File: src/rtl/adc_dma_pkg.sv
package adc_dma_pkg;
  localparam int DATA_W    = 32;
  localparam int CNT_W     = 9;
  localparam int COUNT_LSB = 16;
  localparam int EOC_BIT   = 3;
  localparam int BLK_BIT   = 2;
  localparam int PW_BIT    = 0;

  typedef struct packed {
    logic [CNT_W-1:0] count;
    logic             eoc_en;
    logic             blk_en;
    logic             pw_en;
  } dma_cfg_t;

  // Extract the live fields from a bus word; reserved bits are dropped.
  function automatic dma_cfg_t ctrl_unpack(input logic [DATA_W-1:0] w);
    dma_cfg_t c;
    c.count  = w[COUNT_LSB +: CNT_W];
    c.eoc_en = w[EOC_BIT];
    c.blk_en = w[BLK_BIT];
    c.pw_en  = w[PW_BIT];
    return c;
  endfunction

  // Build the read image; reserved bits are zero.
  function automatic logic [DATA_W-1:0] ctrl_pack(input dma_cfg_t c);
    logic [DATA_W-1:0] r;
    r = '0;
    r[COUNT_LSB +: CNT_W] = c.count;
    r[EOC_BIT] = c.eoc_en;
    r[BLK_BIT] = c.blk_en;
    r[PW_BIT]  = c.pw_en;
    return r;
  endfunction

  // Threshold counter next state: load wins, a step from 1 reloads.
  function automatic logic [CNT_W-1:0] thr_next(
      input logic [CNT_W-1:0] cur,
      input logic [CNT_W-1:0] reload,
      input logic             load,
      input logic [CNT_W-1:0] load_val,
      input logic             dec);
    if (load)
      return load_val;
    if (dec && (cur != '0))
      return (cur == CNT_W'(1)) ? reload : cur - CNT_W'(1);
    return cur;
  endfunction
endpackage

File: src/rtl/adc_dma_cfg_reg.sv
module adc_dma_cfg_reg
  import adc_dma_pkg::*;
#(
  parameter int              ADDR_W    = 8,
  parameter logic [ADDR_W-1:0] CTRL_ADDR = ADDR_W'(8'h4C)
) (
  input  logic              clk,
  input  logic              rst_n,
  input  logic [ADDR_W-1:0] bus_addr,
  input  logic              bus_we,
  input  logic [DATA_W-1:0] bus_wdata,
  output logic [DATA_W-1:0] bus_rdata,
  output dma_cfg_t          cfg,
  output logic              cfg_wr,
  output logic [CNT_W-1:0]  cfg_wr_count
);
  logic     hit;
  dma_cfg_t wr_cfg;

  assign hit          = (bus_addr == CTRL_ADDR);
  assign cfg_wr       = hit && bus_we;
  assign wr_cfg       = ctrl_unpack(bus_wdata);
  assign cfg_wr_count = wr_cfg.count;

  always_ff @(posedge clk) begin
    if (!rst_n)      cfg <= '0;
    else if (cfg_wr) cfg <= wr_cfg;
  end

  assign bus_rdata = hit ? ctrl_pack(cfg) : '0;

  // a write elsewhere never changes the register
  a_r3_other_addr_ignored: assert property (@(posedge clk) disable iff (!rst_n)
    (bus_we && !hit) |=> $stable(cfg));
  // written fields land in the register
  a_r2_write_lands: assert property (@(posedge clk) disable iff (!rst_n)
    cfg_wr |=> (cfg.count == $past(bus_wdata[COUNT_LSB +: CNT_W])));
endmodule

File: src/rtl/adc_dma_thr_cnt.sv
module adc_dma_thr_cnt
  import adc_dma_pkg::*;
(
  input  logic             clk,
  input  logic             rst_n,
  input  dma_cfg_t         cfg,
  input  logic             cfg_wr,
  input  logic [CNT_W-1:0] cfg_wr_count,
  input  logic             res_wr,
  output logic [CNT_W-1:0] cnt_q,
  output logic             thr_hit
);
  logic dec;

  assign dec     = cfg.blk_en && res_wr;
  assign thr_hit = dec && (cnt_q == CNT_W'(1));

  always_ff @(posedge clk) begin
    if (!rst_n) cnt_q <= '0;
    else        cnt_q <= thr_next(cnt_q, cfg.count, cfg_wr, cfg_wr_count, dec);
  end

  // a register write loads the written count, overriding a decrement
  a_r9_write_loads: assert property (@(posedge clk) disable iff (!rst_n)
    cfg_wr |=> (cnt_q == $past(cfg_wr_count)));
  // counter never exceeds the programmed count
  a_r5_cnt_bound: assert property (@(posedge clk) disable iff (!rst_n)
    cnt_q <= cfg.count);
  // a zero count keeps the counter at zero
  a_r6_zero_stays: assert property (@(posedge clk) disable iff (!rst_n)
    (cnt_q == '0 && !cfg_wr) |=> (cnt_q == '0));
endmodule

File: src/rtl/adc_dma_req_sel.sv
module adc_dma_req_sel
  import adc_dma_pkg::*;
(
  input  logic     clk,
  input  logic     rst_n,
  input  dma_cfg_t cfg,
  input  logic     res_wr,
  input  logic     grp_done,
  input  logic     thr_hit,
  output logic     dma_req
);
  logic eoc_fire, blk_fire, pw_fire, fire;

  // Priority: completion mode, then block mode, then per-result.
  assign eoc_fire = cfg.eoc_en && grp_done;
  assign blk_fire = !cfg.eoc_en && cfg.blk_en && thr_hit;
  assign pw_fire  = !cfg.eoc_en && !cfg.blk_en && cfg.pw_en && res_wr;
  assign fire     = eoc_fire || blk_fire || pw_fire;

  always_ff @(posedge clk) begin
    if (!rst_n) dma_req <= 1'b0;
    else        dma_req <= fire;
  end

  // per-result mode answers every result write
  a_r4_per_write: assert property (@(posedge clk) disable iff (!rst_n)
    (cfg.pw_en && !cfg.blk_en && !cfg.eoc_en && res_wr) |=> dma_req);
  // completion mode answers every group end
  a_r7_group_end: assert property (@(posedge clk) disable iff (!rst_n)
    (cfg.eoc_en && grp_done) |=> dma_req);
  // completion mode silences all other sources
  a_r8_eoc_priority: assert property (@(posedge clk) disable iff (!rst_n)
    (cfg.eoc_en && !grp_done) |=> !dma_req);
  // no request without an event in the cycle before
  a_r10_needs_event: assert property (@(posedge clk) disable iff (!rst_n)
    (!res_wr && !grp_done) |=> !dma_req);
endmodule

File: src/rtl/adc_dma_req_gen.sv
module adc_dma_req_gen
  import adc_dma_pkg::*;
#(
  parameter int                ADDR_W    = 8,
  parameter logic [ADDR_W-1:0] CTRL_ADDR = ADDR_W'(8'h4C)
) (
  input  logic              clk,
  input  logic              rst_n,
  input  logic [ADDR_W-1:0] bus_addr,
  input  logic              bus_we,
  input  logic [DATA_W-1:0] bus_wdata,
  output logic [DATA_W-1:0] bus_rdata,
  input  logic              res_wr,
  input  logic              grp_done,
  output logic              dma_req
);
  dma_cfg_t         cfg;
  logic             cfg_wr;
  logic [CNT_W-1:0] cfg_wr_count;
  logic [CNT_W-1:0] cnt_q;
  logic             thr_hit;

  adc_dma_cfg_reg #(.ADDR_W(ADDR_W), .CTRL_ADDR(CTRL_ADDR)) u_cfg (
    .clk(clk), .rst_n(rst_n), .bus_addr(bus_addr), .bus_we(bus_we),
    .bus_wdata(bus_wdata), .bus_rdata(bus_rdata), .cfg(cfg),
    .cfg_wr(cfg_wr), .cfg_wr_count(cfg_wr_count));

  adc_dma_thr_cnt u_cnt (
    .clk(clk), .rst_n(rst_n), .cfg(cfg), .cfg_wr(cfg_wr),
    .cfg_wr_count(cfg_wr_count), .res_wr(res_wr), .cnt_q(cnt_q),
    .thr_hit(thr_hit));

  adc_dma_req_sel u_sel (
    .clk(clk), .rst_n(rst_n), .cfg(cfg), .res_wr(res_wr),
    .grp_done(grp_done), .thr_hit(thr_hit), .dma_req(dma_req));

  // a threshold hit only happens in block mode on a result write
  a_r5_hit_source: assert property (@(posedge clk) disable iff (!rst_n)
    thr_hit |-> (cfg.blk_en && res_wr && cnt_q != '0));
endmodule

File: config.mk
export PLATFORM = sky130hd
export DESIGN_NAME = adc_dma_req_gen
export DESIGN_NICKNAME = d
export VERILOG_FILES = /design/src/rtl/adc_dma_pkg.sv /design/src/rtl/adc_dma_cfg_reg.sv /design/src/rtl/adc_dma_thr_cnt.sv /design/src/rtl/adc_dma_req_sel.sv /design/src/rtl/adc_dma_req_gen.sv
export SDC_FILE = /design/constraint.sdc
export NUM_CORES = 1
export LEC_CHECK = 0
export BUFFER_PORTS_ARGS = -buffer_cell sky130_fd_sc_hd__buf_2
export CORE_ASPECT_RATIO = 0.7
export CORE_MARGIN = 2
export CORE_UTILIZATION = 50
export CTS_BUF_LIST = sky130_fd_sc_hd__clkbuf_4 sky130_fd_sc_hd__clkbuf_8 sky130_fd_sc_hd__clkbuf_16
export DETAILED_ROUTE_END_ITERATION = 10
export PLACE_DENSITY = 0.93
export SETUP_SLACK_MARGIN = 0.3
export SYNTH_ARGS = -nofsm -noshare
export SYNTH_HDL_FRONTEND = slang
export SYNTH_HIERARCHICAL = 1
export SYNTH_SLANG_ARGS = --single-unit
File: constraint.sdc
create_clock -name clk -period 4.65 [get_ports clk]
set_clock_uncertainty 0.05 [all_clocks]
set_input_delay 0.93 -clock clk [delete_from_list [all_inputs] [get_ports clk]]
set_output_delay 0.93 -clock clk [all_outputs]
set_load 0.02 [all_outputs]
== Word-level counts from Yosys, hierarchy flattened ==
Index checks and enable logic that the tools add are counted.

* Bits in registers: 22
* Bits in latches: 0
* RAM bits: 0
* Memory bits (read-only): 0
* Bits of input ports: 45
* Output and inout bits: 33
* Logic and storage cells: 36
* Memories: 0

* Add/subtract/negate cells: 1
* Multipliers: 0
* Div/mod/pow operators: 0
* Order comparisons: 0
* Equal/unequal tests: 2
* Shifts and indexed selects: 0
* Multiplexer cells: 11
* Bitwise logic cells: 0
* Reductions and logical operators: 16

{| class="wikitable"
|+ Operators with widths
! kind !! count
|-
| two-way mux 9 bit || 5
|-
| two-way mux 25 bit || 1
|-
| logical AND 1 bit || 10
|-
| equality test 9 x 1 -> 1 bit (second input constant) || 1
|-
| nonzero test 9 bit || 1
|-
| subtractor 9 x 1 -> 9 bit (second input constant) || 1
|-
| equality test 8 x 7 -> 1 bit (second input constant) || 1
|-
| two-way mux 1 bit || 5
|-
| logical NOT 1 bit || 2
|-
| logical OR 1 bit || 2
|-
| nonzero test 2 bit || 1
|}

== Longest topological paths before layout ==
Gate-level depths: netlist of run 1.

* Depth after elaboration: 8
* Gate-level depth with buffers: 8
* Mapped depth without buffers: 7

== Cells and area by module ==
Netlist of run 1, hierarchy kept.

{| class="wikitable"
|+ Modules (own cells, without submodules)
! module !! times used !! cells an instance !! area an instance (µm²) !! seq. area each (µm²)
|-
| adc_dma_cfg_reg || 1 || 99 || 822.0 || 240.2
|-
| adc_dma_thr_cnt || 1 || 96 || 743.2 || 180.2
|-
| adc_dma_req_sel || 1 || 6 || 67.6 || 20.0
|}

== Least setup slack after synthesis of run 1 ==
OpenSTA, ideal clock, no wires.

* Kind: input to output
* From: input port bus_addr[1]
* To: output port bus_rdata[0]
* Arrival: 2.064 ns
* Required time: 3.670 ns
* Slack: 1.606 ns
* Cell stages on the path: 4
* Cells stage by stage: or4_4 > nor2_1 > clkbuf_1 > and2_1

* Word-level cells in the longest chain between the ends: 2

{| class="wikitable"
|+ RTL lines
! what !! line !! RTL
|-
| from (decl) || adc_dma_req_gen.sv:9 || <nowiki>input logic [ADDR_W-1:0] bus_addr,</nowiki>
|-
| equality test 8 x 7 -> 1 bit || adc_dma_cfg_reg.sv:20 || <nowiki>assign hit = (bus_addr == CTRL_ADDR);</nowiki>
|-
| two-way mux 25 bit || adc_dma_cfg_reg.sv:30 || <nowiki>assign bus_rdata = hit ? ctrl_pack(cfg) : '0;</nowiki>
|-
| to (decl) || adc_dma_req_gen.sv:12 || <nowiki>output logic [DATA_W-1:0] bus_rdata,</nowiki>
|}

Every way passes these cells.

== Worst setup path after layout of run 1 ==
* From: input port bus_addr[1]
* To: output port bus_rdata[24]

Same word-level chain as after synthesis.

==> flow_metrics.env, run 1 <==
export IMPL_status="complete, no violations"
export IMPL_worstRegToRegCells=6
export IMPL_endpoint_kind="primary output"
export IMPL_worst_pin_slew_ns=0.674
export IMPL_timing_final_crit_share=0.750
export IMPL_clkTransAtPathRegs_ns=0.08
export IMPL_num_antenna_cells=0
export IMPL_comb_power_share=0.106
export IMPL_cpMostUsedCell="buf_2"
export IMPL_finalSetupViolations=0
export IMPL_pin_count=78
export IMPL_postCtsSetupRepairBufs=0
export IMPL_area_growth_pct=6.74
export IMPL_holdBufCountCts=0
export IMPL_rsz0062_at_grt="false"
export IMPL_dr_pass1_iters=4
export IMPL_synth_simple_area_share=0.257
export IMPL_viasPerCell=5.18
export IMPL_cts_tree="done"
export IMPL_drcViolationCount=0
export IMPL_p_sw_uw=93.4
export IMPL_fp_dieW_um=72.3
export IMPL_synth_top_family_by_area="simple AND/OR/NAND/NOR gates"
export IMPL_intPower_uw=276
export IMPL_p_leak_uw=0.000776
export IMPL_port_buffers=37
export IMPL_clock_latency_ns=0.27
export IMPL_clk_path_buf_depth=2
export IMPL_cp_arrival_ns=2.51
export IMPL_yosys_area_share_xor_xnor=0.0161
export IMPL_cts_htree_levels=1
export IMPL_initial_core_util=0.522
export IMPL_ys_seq_area_frac=0.270
export IMPL_crit_chain="buf_2 > or4_4 > nor2_1 > and2_1 > buf_2"
export IMPL_drt_iter0_drc=106
export IMPL_antenna_found_initial=0
export IMPL_min_period_ns=3.49
export IMPL_ir_drop_v=0.000170
export IMPL_grtUsageTotal=0.192
export IMPL_p_seq_frac=0.511
export IMPL_required_ns=3.67
export IMPL_instances_no_fill=264
export IMPL_synth_area_um2=1630
export IMPL_synth_compound_area_share=0.172
export IMPL_hold_path_depth=2
export IMPL_synth_async_reset_ratio=0
export IMPL_final_hold_viol_count=0
export IMPL_worstSetupPathType="in -> out"
export IMPL_fin_nets=275
export IMPL_fmax_mhz=287
export IMPL_p_sw_frac=0.253
export IMPL_core_um2=3130
export IMPL_clkPwrFrac=0.382
export IMPL_grt_pass1_wl_um=5540
export IMPL_cap_violations=0
export IMPL_grt_pass1_vias=1168
export IMPL_root_buffer="clkbuf_8"
export IMPL_overflow=0
export IMPL_clock_sinks=22
export IMPL_postSynthAreaPerCell_um2=8.12
export IMPL_critPathMaxFanout=12
export IMPL_slowest_delay_ns=0.55
export IMPL_start_kind="input pin"
export IMPL_synth_flop_cell="dfxtp_1"
export IMPL_yosysWarnings=6
export IMPL_rows=17
export IMPL_wire_per_inst_um=13.6
export IMPL_holdCritStartpoint="u_cfg/cfg[3]$_SDFFE_PN0P_"
export IMPL_synthMuxAreaShare=0.0797
export IMPL_hp_class="reg -> reg"
export IMPL_relSlewSlack=0.549
export IMPL_routed_wl_um=3600
export IMPL_cts_buffers_inserted=3
export IMPL_dpl_cell_count=260
export IMPL_grt_max_degree=36
export IMPL_synth_edff_count=0
export IMPL_ys_ff_latch=22
export IMPL_drive_gt1_frac=0.243
export IMPL_cp_slowest_cell="or4_4"
export IMPL_fin_tns_setup_ns=0
export IMPL_powerDensity_nw_per_um2=212
export IMPL_die_area_um2=3750
export IMPL_reg2reg_from="u_cnt/cnt_q[1]$_SDFFE_PN0P_"
export IMPL_synth_fa_ha_area_frac=0.0230
export IMPL_die_h_um=51.8
export IMPL_crit_start="bus_addr[1]"
export IMPL_drt_antenna_violating_nets=0
export IMPL_drv_slew=0
export IMPL_route_vias_total=1367
export IMPL_syn_inst=201
export IMPL_cts_resized=0
export IMPL_dp_hpwl_um=2720
export IMPL_gp_congestion=0.889
export IMPL_synth_cell_types=47
## critical path, delay by kind of cell
family,cells,cell delay [ns]
and+or+nand+nor,3,1.32
buffers and inverters,2,0.26
## final timing paths
path                            endpoint  slack [ns]
max                        bus_rdata[24]        1.16
min            u_cfg/cfg[3]$_SDFFE_PN0P_        0.43
max reg2reg  u_cnt/cnt_q[5]$_SDFFE_PN0P_        2.67
min reg2reg    u_cfg/cfg[3]$_SDFFE_PN0P_        0.43
## registers in the layout (all words and copies together), names as in the netlist
name and flops:
u_cfg/cfg 12, u_cnt/cnt_q 9, u_sel/dma_req 1
## Yosys cell counts, types with 2 or more instances
master     n  area [µm²]
nor2b_1    2        12.5
clkbuf_1   6        22.5
o311ai_0   2        17.5
buf_4     29         218
nand2b_1   3        18.8
nand2_1   31         116
nor3_1     5        25.0
a22oi_1    2        15.0
nand3_1    3        15.0
and2_1    14        87.6
xnor2_1    2        17.5
a21oi_1    6        30.0
dfxtp_1   22         440
or4_4      2        22.5
a31oi_1    3        18.8
mux2i_1   13         130
inv_1      8        30.0
ha_1       3        37.5
o21ai_0   10        50.1
nor2_1     8        30.0
## area by class of cell
class	instances	area, µm²
timing repair buffer	39	200
sequential	22	440
clock buffer	4	55.1
tap	38	47.5
inverter	8	30.0
multi-input combinational	153	970
fill	315	1380
## power by group through the flow
stage,combinational (µW),sequential [µW],clock [µW]
after floorplan,43.7,193,0
after global placement,38.0,193,0
after detailed placement,38.9,193,0
after CTS,39.0,189,143
after global routing,43.4,189,153
final,39.2,189,141
## cells by family after synthesis
family / after synthesis
compound gates: 39
xor+xnor: 3
fa+ha+maj: 3
buf+inv: 45
flops: 22
mux: 13
other cells: 1
simple gates: 75
## routing by layer
layer,global-route usage,up-vias,share of wire
met2,0.298,74,0.43
met4,0.0535,0,0.0069
li1,-,692,-
met3,0.0504,4,0.11
met5,0,-,0
met1,0.263,597,0.45
## per-stage QoR
step | area (µm²) | worst slack (ns) | utilization | power, µW | hold WS (ns)
CTS | 1740 | 1.12 | 0.557 | 371 | 0.431
floorplan | 1700 | 1.61 | - | 237 | 0.393
finish | 1740 | 1.16 | 0.557 | 369 | 0.427
global placement | 1690 | 1.19 | 0.540 | 231 | 0.408
global route | 1740 | 1.01 | 0.557 | 385 | 0.461
detailed placement | 1690 | 1.12 | 0.540 | 232 | 0.418
## cells in the final DEF, fill, tap and decap left out, types with 2 or more instances in the layout
master / synthesis / routed
nor2b_1: 2 / 2
nand2_1: 31 / 31
clkbuf_8: 0 / 4
nor2_1: 8 / 8
a31oi_1: 3 / 3
or4_4: 2 / 2
a22oi_1: 2 / 2
o311ai_0: 2 / 2
mux2i_1: 13 / 13
dfxtp_1: 22 / 22
and2_1: 14 / 14
o21ai_0: 10 / 10
xnor2_1: 2 / 2
a21oi_1: 6 / 6
nor3_1: 5 / 5
conb_1: 1 / 20
buf_4: 29 / 2
ha_1: 3 / 3
buf_2: 0 / 37
nand3_1: 3 / 3
inv_1: 8 / 8
nand2b_1: 3 / 3
Power figures use the tool's default switching activity.
==> inputs of run 2 (changes only) <==
--- a/config.mk
+++ b/config.mk
@@ -8,10 +8,10 @@
 export BUFFER_PORTS_ARGS = -buffer_cell sky130_fd_sc_hd__buf_2
 export CORE_ASPECT_RATIO = 0.7
 export CORE_MARGIN = 2
-export CORE_UTILIZATION = 50
+export CORE_UTILIZATION = 46
 export CTS_BUF_LIST = sky130_fd_sc_hd__clkbuf_4 sky130_fd_sc_hd__clkbuf_8 sky130_fd_sc_hd__clkbuf_16
 export DETAILED_ROUTE_END_ITERATION = 10
-export PLACE_DENSITY = 0.93
+export PLACE_DENSITY = 0.88
 export SETUP_SLACK_MARGIN = 0.3
 export SYNTH_ARGS = -nofsm -noshare
 export SYNTH_HDL_FRONTEND = slang
==> constraint.sdc (replaced) <==
create_clock -name clk -period 3.35 [get_ports clk]
set_clock_uncertainty 0.05 [all_clocks]
set_input_delay 0.67 -clock clk [delete_from_list [all_inputs] [get_ports clk]]
set_output_delay 0.67 -clock clk [all_outputs]
set_load 0.02 [all_outputs]
==> run 2 against run 1 <==
Via count is 0.80% lower. Sequential share of layout area is 0.13 points lower. Combinational power is 37% higher. Hold slack worse by 0.0060 ns. Critical path depth is 1 higher. Die area is 8.1% higher. Utilization is 5.2 points lower. Largest power group unchanged.
==> flow_metrics.env, run 2 (synthesized netlist as in run 1, its figures left out) <==
export IMPL_start_kind="input pin"
export IMPL_overflow=0
export IMPL_drive_gt1_frac=0.243
export IMPL_holdCritStartpoint="u_cfg/cfg[10]$_SDFFE_PN0P_"
export IMPL_instances_no_fill=276
export IMPL_cts_resized=0
export IMPL_min_period_ns=2.62
export IMPL_grtUsageTotal=0.181
export IMPL_gp_congestion=0.883
export IMPL_largest_register="u_cfg/cfg"
export IMPL_die_area_um2=4050
export IMPL_antenna_found_initial=0
export IMPL_reg_top3="u_cfg/cfg: 12 flops, u_cnt/cnt_q: 9 flops, u_sel/dma_req: 1 flops"
export IMPL_drt_iter0_drc=82
export IMPL_grt_pass1_wl_um=5480
export IMPL_clock_sinks=22
export IMPL_worst_pin_slew_ns=0.580
export IMPL_fmax_mhz=381
export IMPL_placed_cell_area_um2=1710
export IMPL_die_h_um=53.8
export IMPL_layout_common_cells="buf_2 (37), nand2_1 (31), dfxtp_1 (22)"
export IMPL_final_common_cell="buf_2"
export IMPL_area_growth_pct=7.28
export IMPL_finalSetupViolations=0
export IMPL_multi_input_area_um2=970
export IMPL_viasPerCell=4.91
export IMPL_cap_violations=0
export IMPL_ir_drop_v=0.000190
export IMPL_hp_class="reg -> reg"
export IMPL_final_hold_viol_count=0
export IMPL_critPathMaxFanout=12
export IMPL_dpl_cell_count=273
export IMPL_grt_max_degree=36
export IMPL_cts_buffers_inserted=3
export IMPL_cts_tree="done"
export IMPL_fillers=345
export IMPL_relSlewSlack=0.611
export IMPL_timing_rr_end="u_cnt/cnt_q[3]$_SDFFE_PN0P_"
export IMPL_routed_wl_um=3270
export IMPL_holdBufCountCts=0
export IMPL_required_ns=2.63
export IMPL_initial_core_util=0.471
export IMPL_p_leak_uw=0.000775
export IMPL_worstRegToRegCells=5
export IMPL_clock_latency_ns=0.26
export IMPL_drcViolationCount=0
export IMPL_dp_hpwl_um=2420
export IMPL_grt_pass1_vias=1181
export IMPL_pin_count=78
export IMPL_fp_dieW_um=75.2
export IMPL_largest_reg_flops=12
export IMPL_status="complete, no violations"
export IMPL_endpoint_kind="primary output"
export IMPL_port_buffers=37
export IMPL_core_um2=3470
export IMPL_num_antenna_cells=0
export IMPL_reg2reg_slack_ns=1.51
export IMPL_hold_path_depth=2
export IMPL_cts_htree_levels=1
export IMPL_dr_pass1_iters=4
export IMPL_drv_slew=0
export IMPL_clk_path_buf_depth=2
export IMPL_fin_nets=276
export IMPL_clkTransAtPathRegs_ns=0.08
export IMPL_root_buffer="clkbuf_8"
export IMPL_rows=18
export IMPL_final_area_um2=1750
export IMPL_drt_antenna_violating_nets=0
export IMPL_seq_area_um2=440
export IMPL_worstSetupPathType="in -> out"
export IMPL_fin_tns_setup_ns=0
export IMPL_cp_arrival_ns=1.90
export IMPL_min_to="u_cfg/cfg[10]$_SDFFE_PN0P_"
export IMPL_timing_final_crit_share=0.783
export IMPL_rsz0062_at_grt="false"
export IMPL_wire_per_inst_um=11.9
export IMPL_postCtsSetupRepairBufs=0
export IMPL_powerDensity_nw_per_um2=275
export IMPL_route_vias_total=1356
export IMPL_reg2reg_from="u_cnt/cnt_q[0]$_SDFFE_PN0P_"
-- run 2: critical path, stage by stage --
cell and delay, ns:
buf_2 0.09, or4_4 0.54, nor2_1 0.10, buf_4 0.19, and2_1 0.14, buf_2 0.16
-- run 2: where the power goes --
| group | internal (µW) | switching [µW] |
|---|---|---|
| Clock | 80.5 | 86.4 |
| Sequential | 262 | 0.532 |
| Combinational | 16.3 | 37.3 |
-- run 2: worst max path at each step --
| stage | startpoint | cells past startpoint | slack, ns | to |
|---|---|---|---|---|
| 6_report | bus_addr[1] | 6 | 0.73 | bus_rdata[2] |
| 5_1_grt | bus_addr[1] | 6 | 0.67 | bus_rdata[0] |
| 4_1_cts | bus_addr[1] | 6 | 0.72 | bus_rdata[2] |
| 3_5_place_dp | bus_addr[1] | 6 | 0.72 | bus_rdata[2] |
| 3_3_place_gp | bus_addr[1] | 6 | 0.73 | bus_rdata[19] |
| 2_1_floorplan | bus_addr[1] | 4 | 0.83 | bus_rdata[0] |
-- run 2: final cells by class --
type | count | share of cell area
inverter | 8 | 0.0171
clock buffer | 3 | 0.0236
tap | 50 | 0.0357
sequential | 22 | 0.251
multi-input combinational | 153 | 0.554
timing repair buffer | 40 | 0.119
-- run 2: layer usage --
layer | wire length [µm] | share of wire | GRT usage
met5 | 0 | 0 | 0
met4 | 25 | 0.0076 | 0.0526
met3 | 261 | 0.080 | 0.0468
met2 | 1440 | 0.44 | 0.276
met1 | 1550 | 0.47 | 0.252
-- run 2: per-stage QoR --
step	hold WS (ns)	util	total power [µW]	worst slack, ns
after floorplan	0.393	-	329	0.826
after global placement	0.407	0.493	321	0.734
after detailed placement	0.411	0.493	322	0.718
after CTS	0.424	0.505	487	0.716
after global routing	0.432	0.505	506	0.668
final	0.421	0.505	483	0.728
==> inputs of run 3 (changes only) <==
==> constraint.sdc (replaced) <==
create_clock -name clk -period 2.5 [get_ports clk]
set_clock_uncertainty 0.05 [all_clocks]
set_input_delay 0.5 -clock clk [delete_from_list [all_inputs] [get_ports clk]]
set_output_delay 0.5 -clock clk [all_outputs]
set_load 0.02 [all_outputs]
==> run 3 against run 2 <==
Combinational power grew 42%. Largest cell class unchanged. Final cell count rose by 1.4%. Critical path depth did not move. Cell area rose by 8.9%. Global-route usage is 1.2 points higher. Flip-flop and latch count is the same. Sequential power up 34%. Sequential share of layout area decreased by 2.1 points. Total power is 33% higher.
==> flow_metrics.env, run 3 (synthesized netlist as in run 1, its figures left out) <==
export IMPL_layout_common_cells="nand2_1 (31), buf_2 (24), dfxtp_1 (22)"
export IMPL_reg_top3="u_cfg/cfg: 12 flops, u_cnt/cnt_q: 9 flops, u_sel/dma_req: 1 flops"
export IMPL_start_kind="input pin"
export IMPL_dp_hpwl_um=2590
export IMPL_cp_arrival_ns=1.69
export IMPL_placed_cell_area_um2=1730
export IMPL_drv_slew=0
export IMPL_min_period_ns=2.24
export IMPL_relSlewSlack=0.601
export IMPL_overflow=0
export IMPL_powerDensity_nw_per_um2=336
export IMPL_viasPerCell=5.07
export IMPL_final_area_um2=1910
export IMPL_pin_count=78
export IMPL_fin_tns_setup_ns=0
export IMPL_drt_iter0_drc=47
export IMPL_clock_latency_ns=0.26
export IMPL_rsz0062_at_grt="true"
export IMPL_drive_gt1_frac=0.313
export IMPL_final_common_cell="nand2_1"
export IMPL_drt_antenna_violating_nets=0
export IMPL_finalSetupViolations=0
export IMPL_worstSetupPathType="in -> out"
export IMPL_required_ns=1.95
export IMPL_wire_per_inst_um=13.1
export IMPL_initial_core_util=0.471
export IMPL_route_vias_total=1419
export IMPL_clk_path_buf_depth=2
export IMPL_cpMostUsedCell="buf_6"
export IMPL_grtUsageTotal=0.193
export IMPL_grt_pass1_wl_um=5900
export IMPL_cts_tree="done"
export IMPL_die_h_um=53.8
export IMPL_endpoint_kind="primary output"
export IMPL_routed_wl_um=3660
export IMPL_dr_pass1_iters=4
export IMPL_grt_max_degree=21
export IMPL_cts_htree_levels=1
export IMPL_crit_chain="buf_6 > or4_4 > nor2_4 > buf_6 > and2_4 > buf_6"
export IMPL_port_buffers=37
export IMPL_cp_slowest_cell="or4_4"
export IMPL_timing_final_crit_share=0.898
export IMPL_root_buffer="clkbuf_8"
export IMPL_critPathMaxFanout=6
export IMPL_die_area_um2=4050
export IMPL_status="complete, no violations"
export IMPL_slowest_delay_ns=0.54
export IMPL_clock_sinks=22
export IMPL_p_leak_uw=0.000821
export IMPL_hp_class="reg -> reg"
export IMPL_area_growth_pct=16.9
export IMPL_cap_violations=0
export IMPL_cts_buffers_inserted=3
export IMPL_drcViolationCount=0
export IMPL_core_um2=3470
export IMPL_final_hold_viol_count=0
export IMPL_num_antenna_cells=0
export IMPL_fmax_mhz=445
export IMPL_gp_congestion=0.884
export IMPL_ir_drop_v=0.000331
export IMPL_antenna_found_initial=0
export IMPL_rows=18
export IMPL_fp_dieW_um=75.2
export IMPL_holdBufCountCts=0
export IMPL_fin_nets=280
export IMPL_clkTransAtPathRegs_ns=0.08
export IMPL_grt_pass1_vias=1264
export IMPL_largest_register="u_cfg/cfg"
export IMPL_largest_reg_flops=12
export IMPL_worst_pin_slew_ns=0.595
==> run 3: where the power goes <==
group / switching (µW) / internal [µW] / total (µW)
clock: 107 / 107 / 214
sequential: 0.772 / 351 / 351
combinational: 51.6 / 24.5 / 76.2
total: 159 / 483 / 641
==> run 3: worst paths after layout <==
path	start	to	slack (ns)	cells past startpoint
setup / recovery	bus_addr[4]	bus_rdata[17]	0.26	6
hold reg to reg	u_cfg/cfg[10]$_SDFFE_PN0P_	u_cfg/cfg[10]$_SDFFE_PN0P_	0.43	2
hold / removal	u_cfg/cfg[10]$_SDFFE_PN0P_	u_cfg/cfg[10]$_SDFFE_PN0P_	0.43	2
setup reg to reg	u_cnt/cnt_q[4]$_SDFFE_PN0P_	u_cnt/cnt_q[5]$_SDFFE_PN0P_	0.53	5
==> run 3: layer usage <==
metal,vias up,track usage,wire length [µm],share of wire
met2,38,0.329,1710,0.47
met4,0,0.0263,18,0.0049
li1,711,-,-,-
met1,668,0.254,1720,0.47
met3,2,0.0506,206,0.056
met5,-,0,0,0
==> run 3: area by class of cell <==
type,count,area (µm²)
Clock buffer,3,41.3
Fill cell,318,1560
Inverter,8,30.0
Multi-Input combinational cell,153,1010
Sequential cell,22,440
Tap cell,50,62.6
Timing Repair Buffer,44,327
==> run 3: through the flow <==
step | hold WS, ns | power, µW | worst slack [ns] | std cells | util
floorplan | 0.393 | 441 | 0.316 | 220 | -
finish | 0.428 | 641 | 0.255 | 280 | 0.550
global placement | 0.408 | 431 | 0.229 | 275 | 0.497
global route | 0.426 | 677 | 0.232 | 280 | 0.550
detailed placement | 0.414 | 432 | 0.204 | 275 | 0.497
CTS | 0.426 | 651 | 0.235 | 280 | 0.550
==> run 3: repair_timing <==
item	4_1_cts	5_1_grt
pin swaps	9	1
gates resized for setup	42	0
setup endpoints to repair	12	12
buffers inserted	1	0
cloned	1	0
==> run 3: critical path, delay by kind of cell <==
kind                   cells  cell delay, ns
and+or+nand+nor            3            0.84
buffers and inverters      3            0.36
